[config.mk]
export PLATFORM = sky130hd
export DESIGN_NAME = kick_watchdog
export DESIGN_NICKNAME = d
export VERILOG_FILES = /design/src/rtl/wd_pkg.sv /design/src/rtl/wd_edge_detect.sv /design/src/rtl/wd_kick_decode.sv /design/src/rtl/wd_stage_counter.sv /design/src/rtl/kick_watchdog.sv
export SDC_FILE = /design/constraint.sdc
export NUM_CORES = 1
export LEC_CHECK = 0
export ABC_AREA = 1
export BUFFER_PORTS_ARGS = -buffer_cell sky130_fd_sc_hd__clkbuf_2
export CELL_PAD_IN_SITES_DETAIL_PLACEMENT = 0
export CELL_PAD_IN_SITES_GLOBAL_PLACEMENT = 1
export CORE_UTILIZATION = 34
export DETAILED_ROUTE_END_ITERATION = 12
export MAX_ROUTING_LAYER = met4
export PLACE_DENSITY_LB_ADDON = 0.1
export SYNTH_ARGS = -nofsm -noshare
export SYNTH_HDL_FRONTEND = slang
export SYNTH_SLANG_ARGS = --single-unit
[constraint.sdc]
create_clock -name clk -period 1.3 [get_ports clk]
set_input_delay 0.26 -clock clk [delete_from_list [all_inputs] [get_ports clk]]
set_output_delay 0.26 -clock clk [all_outputs]
set_load 0.05 [all_outputs]
[src/rtl/wd_pkg.sv]
package wd_pkg;
  localparam int unsigned KEY_W   = 5;
  localparam logic [KEY_W-1:0] KEY_DEFAULT = 5'b01010;
endpackage

[src/rtl/wd_edge_detect.sv]
module wd_edge_detect (
  input  logic clk,
  input  logic rst,
  input  logic level_in,
  output logic rise_tick
);
  logic level_q;

  always_ff @(posedge clk) begin
    if (rst) level_q <= 1'b0;
    else     level_q <= level_in;
  end

  assign rise_tick = level_in & ~level_q;


  single_tick_chk: assert property (@(posedge clk) disable iff (rst)
    rise_tick |=> !rise_tick);
endmodule

[src/rtl/wd_kick_decode.sv]
module wd_kick_decode
  import wd_pkg::*;
#(
  parameter int unsigned ADDR_W  = 4,
  parameter int unsigned DATA_W  = 8,
  parameter logic [ADDR_W-1:0] WD_ADDR = 4'h3,
  parameter logic [KEY_W-1:0]  KEY     = KEY_DEFAULT
) (
  input  logic              clk,
  input  logic              rst,
  input  logic              we,
  input  logic [ADDR_W-1:0] addr,
  input  logic [DATA_W-1:0] wdata,
  output logic              kick
);
  logic addr_hit;
  logic key_hit;

  assign addr_hit = we && (addr == WD_ADDR);
  assign key_hit  = (wdata[KEY_W-1:0] == KEY);
  assign kick     = addr_hit && key_hit;


  bad_key_chk: assert property (@(posedge clk) disable iff (rst)
    (we && wdata[KEY_W-1:0] != KEY) |-> !kick);

  bad_addr_chk: assert property (@(posedge clk) disable iff (rst)
    (we && addr != WD_ADDR) |-> !kick);
endmodule

[src/rtl/wd_stage_counter.sv]
module wd_stage_counter #(
  parameter int unsigned STAGES = 11
) (
  input  logic              clk,
  input  logic              rst,
  input  logic              clr,
  input  logic              tick,
  output logic [STAGES-1:0] count
);
  always_ff @(posedge clk) begin
    if (rst || clr)  count <= '0;
    else if (tick)   count <= count + 1'b1;
  end


  clear_wins_chk: assert property (@(posedge clk) disable iff (rst)
    clr |=> (count == '0));

  hold_chk: assert property (@(posedge clk) disable iff (rst)
    (!clr && !tick) |=> $stable(count));

  step_chk: assert property (@(posedge clk) disable iff (rst)
    (!clr && tick) |=> (count == $past(count) + 1'b1));
endmodule

[src/rtl/kick_watchdog.sv]
module kick_watchdog
  import wd_pkg::*;
#(
  parameter int unsigned STAGES  = 11,
  parameter int unsigned ADDR_W  = 4,
  parameter int unsigned DATA_W  = 8,
  parameter logic [ADDR_W-1:0] WD_ADDR = 4'h3,
  parameter logic [KEY_W-1:0]  KEY     = KEY_DEFAULT
) (
  input  logic              clk,
  input  logic              rst,
  input  logic              ext_rst,
  input  logic              frame_pulse,
  input  logic              bus_we,
  input  logic [ADDR_W-1:0] bus_addr,
  input  logic [DATA_W-1:0] bus_wdata,
  output logic              wd_alarm_n
);
  localparam int unsigned TOP = STAGES - 1;

  logic              tick;
  logic              kick;
  logic              clr;
  logic [STAGES-1:0] count;

  wd_edge_detect u_edge (
    .clk       (clk),
    .rst       (rst),
    .level_in  (frame_pulse),
    .rise_tick (tick)
  );

  wd_kick_decode #(
    .ADDR_W  (ADDR_W),
    .DATA_W  (DATA_W),
    .WD_ADDR (WD_ADDR),
    .KEY     (KEY)
  ) u_decode (
    .clk   (clk),
    .rst   (rst),
    .we    (bus_we),
    .addr  (bus_addr),
    .wdata (bus_wdata),
    .kick  (kick)
  );

  assign clr = kick | ext_rst;

  wd_stage_counter #(.STAGES(STAGES)) u_count (
    .clk   (clk),
    .rst   (rst),
    .clr   (clr),
    .tick  (tick),
    .count (count)
  );

  assign wd_alarm_n = ~count[TOP];


  ext_clear_chk: assert property (@(posedge clk) disable iff (rst)
    ext_rst |=> wd_alarm_n);

  reset_high_chk: assert property (@(posedge clk)
    rst |=> wd_alarm_n);
endmodule

# Word-level counts from Yosys, hierarchy flattened
# Index checks and enable logic that the tools add are counted.
[totals]
regBits = 12
elab_cells = 12
inputBits = 17
out_inout_bits = 1
[op_classes]
n_eq_ne = 2
addsub = 1
n_reduce_logical = 3
bitwise = 4
[ops]
columns = ["operator", "n"]
rows = [
  ["11-bit by 1-bit adder with 11-bit output, second input constant", 1],
  ["5-bit by 4-bit == test with 1-bit output, second input constant", 1],
  ["4-bit by 2-bit == test with 1-bit output, second input constant", 1],
  ["1-bit logical AND", 2],
  ["1-bit NOT", 2],
  ["1-bit AND", 1],
  ["1-bit logical OR", 1],
  ["1-bit bitwise OR", 1],
]

# Depth between registers and ports, before layout
# Gate-level depths: netlist of run 1.
[depth]
ltp_word = 5
mapped_depth = 7
depth_no_buf = 7

# Cells and area by module
# From an unflattened synthesis of run 1, not the netlist that was laid out.
[unflattened]
hier_cells = 91
area_unflattened_um2 = 625.6
[modules_own_cells]
columns = ["module", "n_inst", "seq_area_each_um2", "cells_per_inst", "area_per_inst_um2"]
rows = [
  ["wd_stage_counter", 1, 220.2, 73, 531.8],
  ["wd_kick_decode", 1, 0.0, 10, 47.5],
  ["wd_edge_detect", 1, 20.0, 4, 31.3],
  ["kick_watchdog", 1, 0.0, 4, 15.0],
]

# Worst setup path before layout of run 1
# OpenSTA, ideal clock, no wires.
[synth_path]
path_kind = "register to register"
from = "register u_count.count[0]"
to = "register u_count.count[10]"
setup_ns = 0.064
required_time_ns = 1.236
arrival_time_ns = 1.007
setup_slack_ns = 0.229
synth_period_minus_slack_ns = 1.071
n_path_buf = 0
path_stages_with_launch = 8
path_cell_list = "dfxtp_1 ha_1 nand3_2 nor2_4 nand3_1 nand2_1 inv_1 nor2_1"
[synth_between]
elab_chain_cells = 1
[synth_rtl]
columns = ["item", "line", "rtl"]
rows = [
  ["start: declaration", "wd_stage_counter.sv:8", "output logic [STAGES-1:0] count"],
  ["start signal: assignment", "wd_stage_counter.sv:12", "else if (tick) count <= count + 1'b1;"],
  ["11-bit by 1-bit adder with 11-bit output", "wd_stage_counter.sv:12", ""],
]
# Every way passes these cells.
# A chain may end at the register's enable or synchronous reset.

# Worst setup path after layout of run 1
[layout_path]
from = "register u_count.count[10]"
to = "output port wd_alarm_n"
[layout_between]
elab_chain_cells = 1
[layout_rtl]
columns = ["item", "line", "rtl"]
rows = [
  ["1-bit NOT", "kick_watchdog.sv:57", "assign wd_alarm_n = ~count[TOP];"],
  ["end: declaration", "kick_watchdog.sv:17", "output logic wd_alarm_n"],
]
# Every way passes these cells.

==> results of run 1 <==
==> cell type report <==
cell class                 count  area, um^2
fill                         203         975
multi-input combinational     66         348
sequential                    12         240
timing repair buffer          14        70.1
inverter                      17        63.8
clock buffer                   4        36.3
tap                           25        31.3
==> registers in the layout (all words and copies together) (netlist names) <==
name,count
u_edge.level_q,1
u_count.count,11
==> where the power goes <==
| group | internal (mW) | switching [mW] | total [mW] | leakage, nW |
|---|---|---|---|---|
| sequential | 0.371 | 0.00247 | 0.373 | 0.0970 |
| combinational | 0.0281 | 0.0253 | 0.0533 | 0.227 |
| clock | 0.170 | 0.126 | 0.296 | 0.0210 |
| total | 0.569 | 0.154 | 0.723 | 0.345 |
==> synthesized netlist by cell type <==
master / count / area share
ha_1: 1 / 0.019
xor2_1: 1 / 0.013
nor2_4: 3 / 0.052
xnor2_1: 3 / 0.040
a21oi_1: 3 / 0.023
o21bai_4: 1 / 0.029
inv_1: 17 / 0.098
nand3_1: 9 / 0.069
nor2_1: 18 / 0.10
nand2_1: 21 / 0.12
nand3_2: 1 / 0.015
nand4_1: 4 / 0.038
or2_1: 1 / 0.0096
dfxtp_1: 12 / 0.37
==> logic make-up after synthesis <==
family                     after synthesis
AOI/OAI and AO/OA                        4
xor gates and xnor gates                 4
adders and majority gates                1
buffers and inverters                   17
DFF                                     12
and+or+nand+nor                         57
==> layer usage <==
| layer | vias up | share of wire | GRT usage |
|---|---|---|---|
| met3 | 2 | 0.033 | 0.0595 |
| met2 | 8 | 0.42 | 0.203 |
| met4 | 0 | 0.013 | 0.0706 |
| li1 | 329 | - | - |
| met5 | - | 0 | - |
| met1 | 249 | 0.54 | 0.165 |
==> final timing paths <==
check,from,end,slack (ps),depth (start not counted)
worst max register to register,u_count.count[0]$_SDFFE_PP0P_,u_count.count[10]$_SDFFE_PP0P_,130,7
worst max-delay path,u_count.count[10]$_SDFFE_PP0P_,wd_alarm_n,110,2
worst min-delay path,rst,u_edge.level_q$_SDFF_PP0_,160,2
worst min register to register,u_count.count[1]$_SDFFE_PP0P_,u_count.count[1]$_SDFFE_PP0P_,490,2
==> summary.txt, run 1 <==
Detailed routing
  • Vias per cell: 4.26
  • Avg WL per Cell: 8.02 um
  • DRT Wirelength: around 1100 um
  • Initial drt markers: 3
  • Routed Antenna Nets: 0
  • # DRC: 0
  • Vias: 588
  • Pre-antenna DRT Iters: 4

Worst setup path
  • CP Max Fanout: 2
  • Crit path max-delay cell type: dfxtp_1
  • Crit-path max cell delay: 320 ps
  • CP Launch Type: register
  • Crit path required time: about 1000 ps
  • Buffer and inverter count on the worst path: 2
  • Top cell family by delay on the critical path: buffers and inverters
  • Path type of the worst setup path: reg -> out
  • CP arrival: just over 900 ps
  • Critical-path cell list: inv_1 -> clkbuf_2
  • Element type at the critical path end: primary output

Timing
  • Worst Clk Skew: 5.74 ps
  • Final period utilization: 0.912
  • Achievable clock frequency: ~840 MHz
  • Total negative slack: 0 ps
  • Endpoints failing hold: 0
  • WHS: 156 ps
  • Worst rel slew slack: 0.819
  • Setup WS post-layout: 114 ps
  • Minimum clock period: 1190 ps
  • RSZ-0062 raised after global routing: false
  • Final Slew Violations: 0
  • Worst Tran Pin Value: 273 ps
  • # setup viols final: 0

Placed design
  • DP HPWL: 872 um
  • Placed inst area: 753 um^2
  • I/O Buffers: 14
  • GP Congestion: about 0.75
  • # placed instances: ~130
  • Pre-CTS WS: between 100 and 150 ps

Global routing
  • Gr usage total: 0.140
  • Initial antenna violation count: 0
  • First-pass GRT wire length: 1950 um
  • Total gr overflow: 0
  • Number of global-route vias before repair: 502
  • Pin count of the biggest net entering global routing: 8

Synthesis
  • Number of synthesized register bits: 12
  • Post-synthesis sequential area ratio: 0.369
  • Simple-Gate Fraction of Synth Area: 0.409
  • Post-Syn Area per Cell: 6.86 um^2
  • Syn_nets: 113
  • Distinct cells, synth: 14
  • Post-synthesis xor/xnor area fraction: 0.0537
  • Gate Count Post-Synth: 95
  • Largest family of logic cells by synthesized area: simple AND/OR/NAND/NOR gates
  • Compound-Gate Fraction of Synth Area: 0.0518
  • Synth Cell Area: 652 um^2
  • Post-Synth Adder-Cell Area: 0.0192
  • Synth warn: 0
  • Mux contribution to synthesized area: 0

Final layout
  • Area added between synthesis and finish: 21.1%
  • Fin cells: approximately 140
  • Commonest non-fill, non-tap cell in the layout: nand2_1
  • NumNets Final: 132
  • Layout Utilization: 0.448
  • Leading cell types in the layout, fill and taps excluded: nand2_1, nor2_1, inv_1
  • # diodes: 0
  • Share of layout cells above drive strength 1: 0.204
  • Finished Cell Area: 790 um^2

Clocking
  • Setup Buffers After CTS: 0
  • Clock tree from TritonCTS: yes
  • Worst-Skew Late Latency: 270 ps
  • H-tree Lvls: 1
  • Resize count post-CTS: 0
  • Hold-fix buffers, CTS: 0
  • Root Driver: clkbuf_4
  • CTS sink count: 12
  • CTS clk-pin slew, worst paths: roughly 80 ps
  • TritonCTS Buffers: 3
  • Clock Path Buffers: 2

Power
  • Pleak: 0.345 nW
  • Overall Power: 723 uW
  • Pwr per Cell Area: 916 mW/mm^2
  • VDD IR-drop max: 490 uV

Run
  • Max Cap Viol: 0

Floorplan
  • Cell Rows: 15
  • Core ar.: between 0.0015 and 0.002 mm^2
  • # IOs: 18
  • Initial Util: 0.370
  • Die width: 45.8 um
  • Overall die area: about 0.0021 mm^2
  • Die Ht: 45.8 um

Outcome
  • Status: completed

Min path
  • Worst Hold Class: in -> reg
(Power assumes the default switching activity.)
==> inputs of run 2 (changes only) <==
Settings changed: CELL_PAD_IN_SITES_DETAIL_PLACEMENT 0 to not set, CELL_PAD_IN_SITES_GLOBAL_PLACEMENT 1 to not set, CORE_UTILIZATION 34 to 35, PLACE_DENSITY_LB_ADDON 0.1 to not set.
==> summary.txt, run 2 (same netlist as run 1, synthesis figures left out) <==
Outcome
  • Status: completed (unchanged)

Worst setup path
  • Element type at the critical path end: primary output (unchanged)
  • Path type of the worst setup path: reg -> out (unchanged)
  • CP arrival: 920 ps (was 930 ps)
  • Crit path max-delay cell type: dfxtp_1 (unchanged)
  • CP startpoint: u_count.count[10]$_SDFFE_PP0P_ (unchanged)
  • Crit-path max cell delay: 320 ps (about the same)
  • Crit path required time: 1040 ps (about the same)
  • CP Launch Type: register (unchanged)
  • Critical-path cell list: inv_1 -> clkbuf_2 (unchanged)
  • FF-to-FF Start: u_count.count[0]$_SDFFE_PP0P_ (unchanged)
  • CP Max Fanout: 2 (unchanged)

Timing
  • Worst rel slew slack: 0.819 (about the same)
  • Worst Tran Pin Value: 273 ps (about the same)
  • Minimum clock period: 1180 ps (was 1190 ps)
  • Final Slew Violations: 0 (unchanged)
  • Final period utilization: 0.907 (was 0.912)
  • Total negative slack: 0 ps (unchanged)
  • Endpoints failing hold: 0 (unchanged)
  • Achievable clock frequency: 848 MHz (was 843 MHz)
  • Worst Clk Skew: 0.942 ps (was 5.74 ps)
  • Setup WS post-layout: 121 ps (was 114 ps)
  • RSZ-0062 raised after global routing: false (unchanged)
  • # setup viols final: 0 (unchanged)

Global routing
  • First-pass GRT wire length: 1730 um (was 1950 um)
  • Pin count of the biggest net entering global routing: 8 (unchanged)
  • Number of global-route vias before repair: 471 (was 502)
  • Gr usage total: 0.118 (was 0.140)
  • Total gr overflow: 0 (unchanged)
  • Initial antenna violation count: 0 (unchanged)

Floorplan
  • # IOs: 18 (unchanged)
  • Cell Rows: 15 (unchanged)
  • Core ar.: 0.00173 mm^2 (was 0.00176 mm^2)
  • Initial Util: 0.378 (was 0.370)
  • Die width: 45.2 um (was 45.8 um)
  • Die Ht: 45.2 um (was 45.8 um)
  • Overall die area: 0.00204 mm^2 (was 0.00210 mm^2)

Power
  • Pwr per Cell Area: 909 mW/mm^2 (was 916 mW/mm^2)
  • VDD IR-drop max: 364 uV (was 490 uV)
  • P_sw: 151 uW (was 154 uW)
  • Combinational Power Share: 0.074 (about the same)
  • Power share of the clock group: 0.407 (was 0.410)
  • Sequential power share: 0.519 (was 0.516)
  • Pleak: 0.346 nW (was 0.345 nW)
  • Switching fraction of total power: 0.210 (was 0.213)
  • P_int: 569 uW (about the same)

Final layout
  • Area added between synthesis and finish: 21.5% (was 21.1%)
  • # diodes: 0 (unchanged)
  • Biggest register: u_count.count (unchanged)
  • NumNets Final: 132 (unchanged)
  • Leading cell types in the layout, fill and taps excluded: nand2_1, nor2_1, inv_1 (unchanged)
  • Commonest non-fill, non-tap cell in the layout: nand2_1 (unchanged)
  • Share of layout cells above drive strength 1: 0.221 (was 0.204)
  • Number of flip-flops in the largest register: 11 (unchanged)
  • Biggest regs: u_count.count x11, u_edge.level_q x1 (unchanged)

Detailed routing
  • Routed Antenna Nets: 0 (unchanged)
  • DRT Wirelength: 1130 um (was 1110 um)
  • Initial drt markers: 10 (was 3)
  • Vias: 592 (was 588)
  • # DRC: 0 (unchanged)
  • Pre-antenna DRT Iters: 4 (unchanged)
  • Avg WL per Cell: 8.15 um (was 8.02 um)
  • Vias per cell: 4.29 (was 4.26)

Clocking
  • Clock tree from TritonCTS: yes (unchanged)
  • Hold-fix buffers, CTS: 0 (unchanged)
  • Clock Path Buffers: 2 (unchanged)
  • CTS clk-pin slew, worst paths: 80 ps (about the same)
  • Worst-Skew Late Latency: 260 ps (was 270 ps)
  • Root Driver: clkbuf_4 (unchanged)
  • H-tree Lvls: 1 (unchanged)
  • CTS sink count: 12 (unchanged)
  • TritonCTS Buffers: 3 (unchanged)

Placed design
  • GP Congestion: 0.698 (was 0.747)
  • Pre-CTS WS: 127 ps (was 128 ps)
  • DP HPWL: 897 um (was 872 um)
  • I/O Buffers: 14 (unchanged)

Run
  • Max Cap Viol: 0 (unchanged)

Min path
  • Worst hold path startpoint: rst (unchanged)
  • Worst Hold Class: in -> reg (unchanged)
run 2: cell counts in the layout (fill, tap and decap cells not counted):
Identical to the previous run, type by type.
run 2: area by class of cell:
type / instances / area [um^2]
well taps: 25 / 31.3
inverters: 17 / 63.8
fillers: 185 / 935
repair buffers: 14 / 70.1
multi-input cells: 66 / 348
clock buffers: 4 / 36.3
flip-flops and latches: 12 / 243
run 2: worst max-delay path, delay by kind of cell (launching register included):
family                 cells  cell delay (ps)
buffers and inverters      2              340
DFF                        1              320
run 2: power groups by stage:
stage	Sequential (mW)	Clock (mW)	Combinational [mW]
floorplan	0.382	0	0.0297
global placement	0.382	0	0.0531
detailed placement	0.382	0	0.0538
CTS	0.373	0.307	0.0539
global route	0.375	0.321	0.0604
finish	0.374	0.293	0.0531
run 2: routing by layer:
layer | track usage | wire [um] | vias to the layer above
met5 | - | 0 | -
met4 | 0.0545 | 19 | 0
met3 | 0.0120 | 72 | 2
met2 | 0.197 | 499 | 23
met1 | 0.142 | 534 | 238
li1 | - | - | 329
run 2: what timing repair did:
action,CTS,global route
resized for setup,0,2
buffers inserted,0,0
setup endpoints to repair,0,1
run 2: worst paths after layout:
kind	slack (ps)	to	cells past startpoint
max reg2reg	140	u_count.count[10]$_SDFFE_PP0P_	7
min	150	u_edge.level_q$_SDFF_PP0_	2
max	120	wd_alarm_n	2
min reg2reg	480	u_count.count[1]$_SDFFE_PP0P_	2
run 2: metrics by stage:
step / cells / power, mW / cell area [um^2] / utilization / hold slack, ps
4_1_cts: 138 / 0.734 / 790 / 0.457 / 147
5_1_grt: 138 / 0.756 / 792 / 0.459 / 138
3_5_place_dp: 134 / 0.436 / 753 / 0.436 / 439
6_report: 138 / 0.720 / 792 / 0.459 / 153
2_1_floorplan: 95 / 0.411 / 652 / - / 332
3_3_place_gp: 134 / 0.435 / 753 / 0.436 / 432
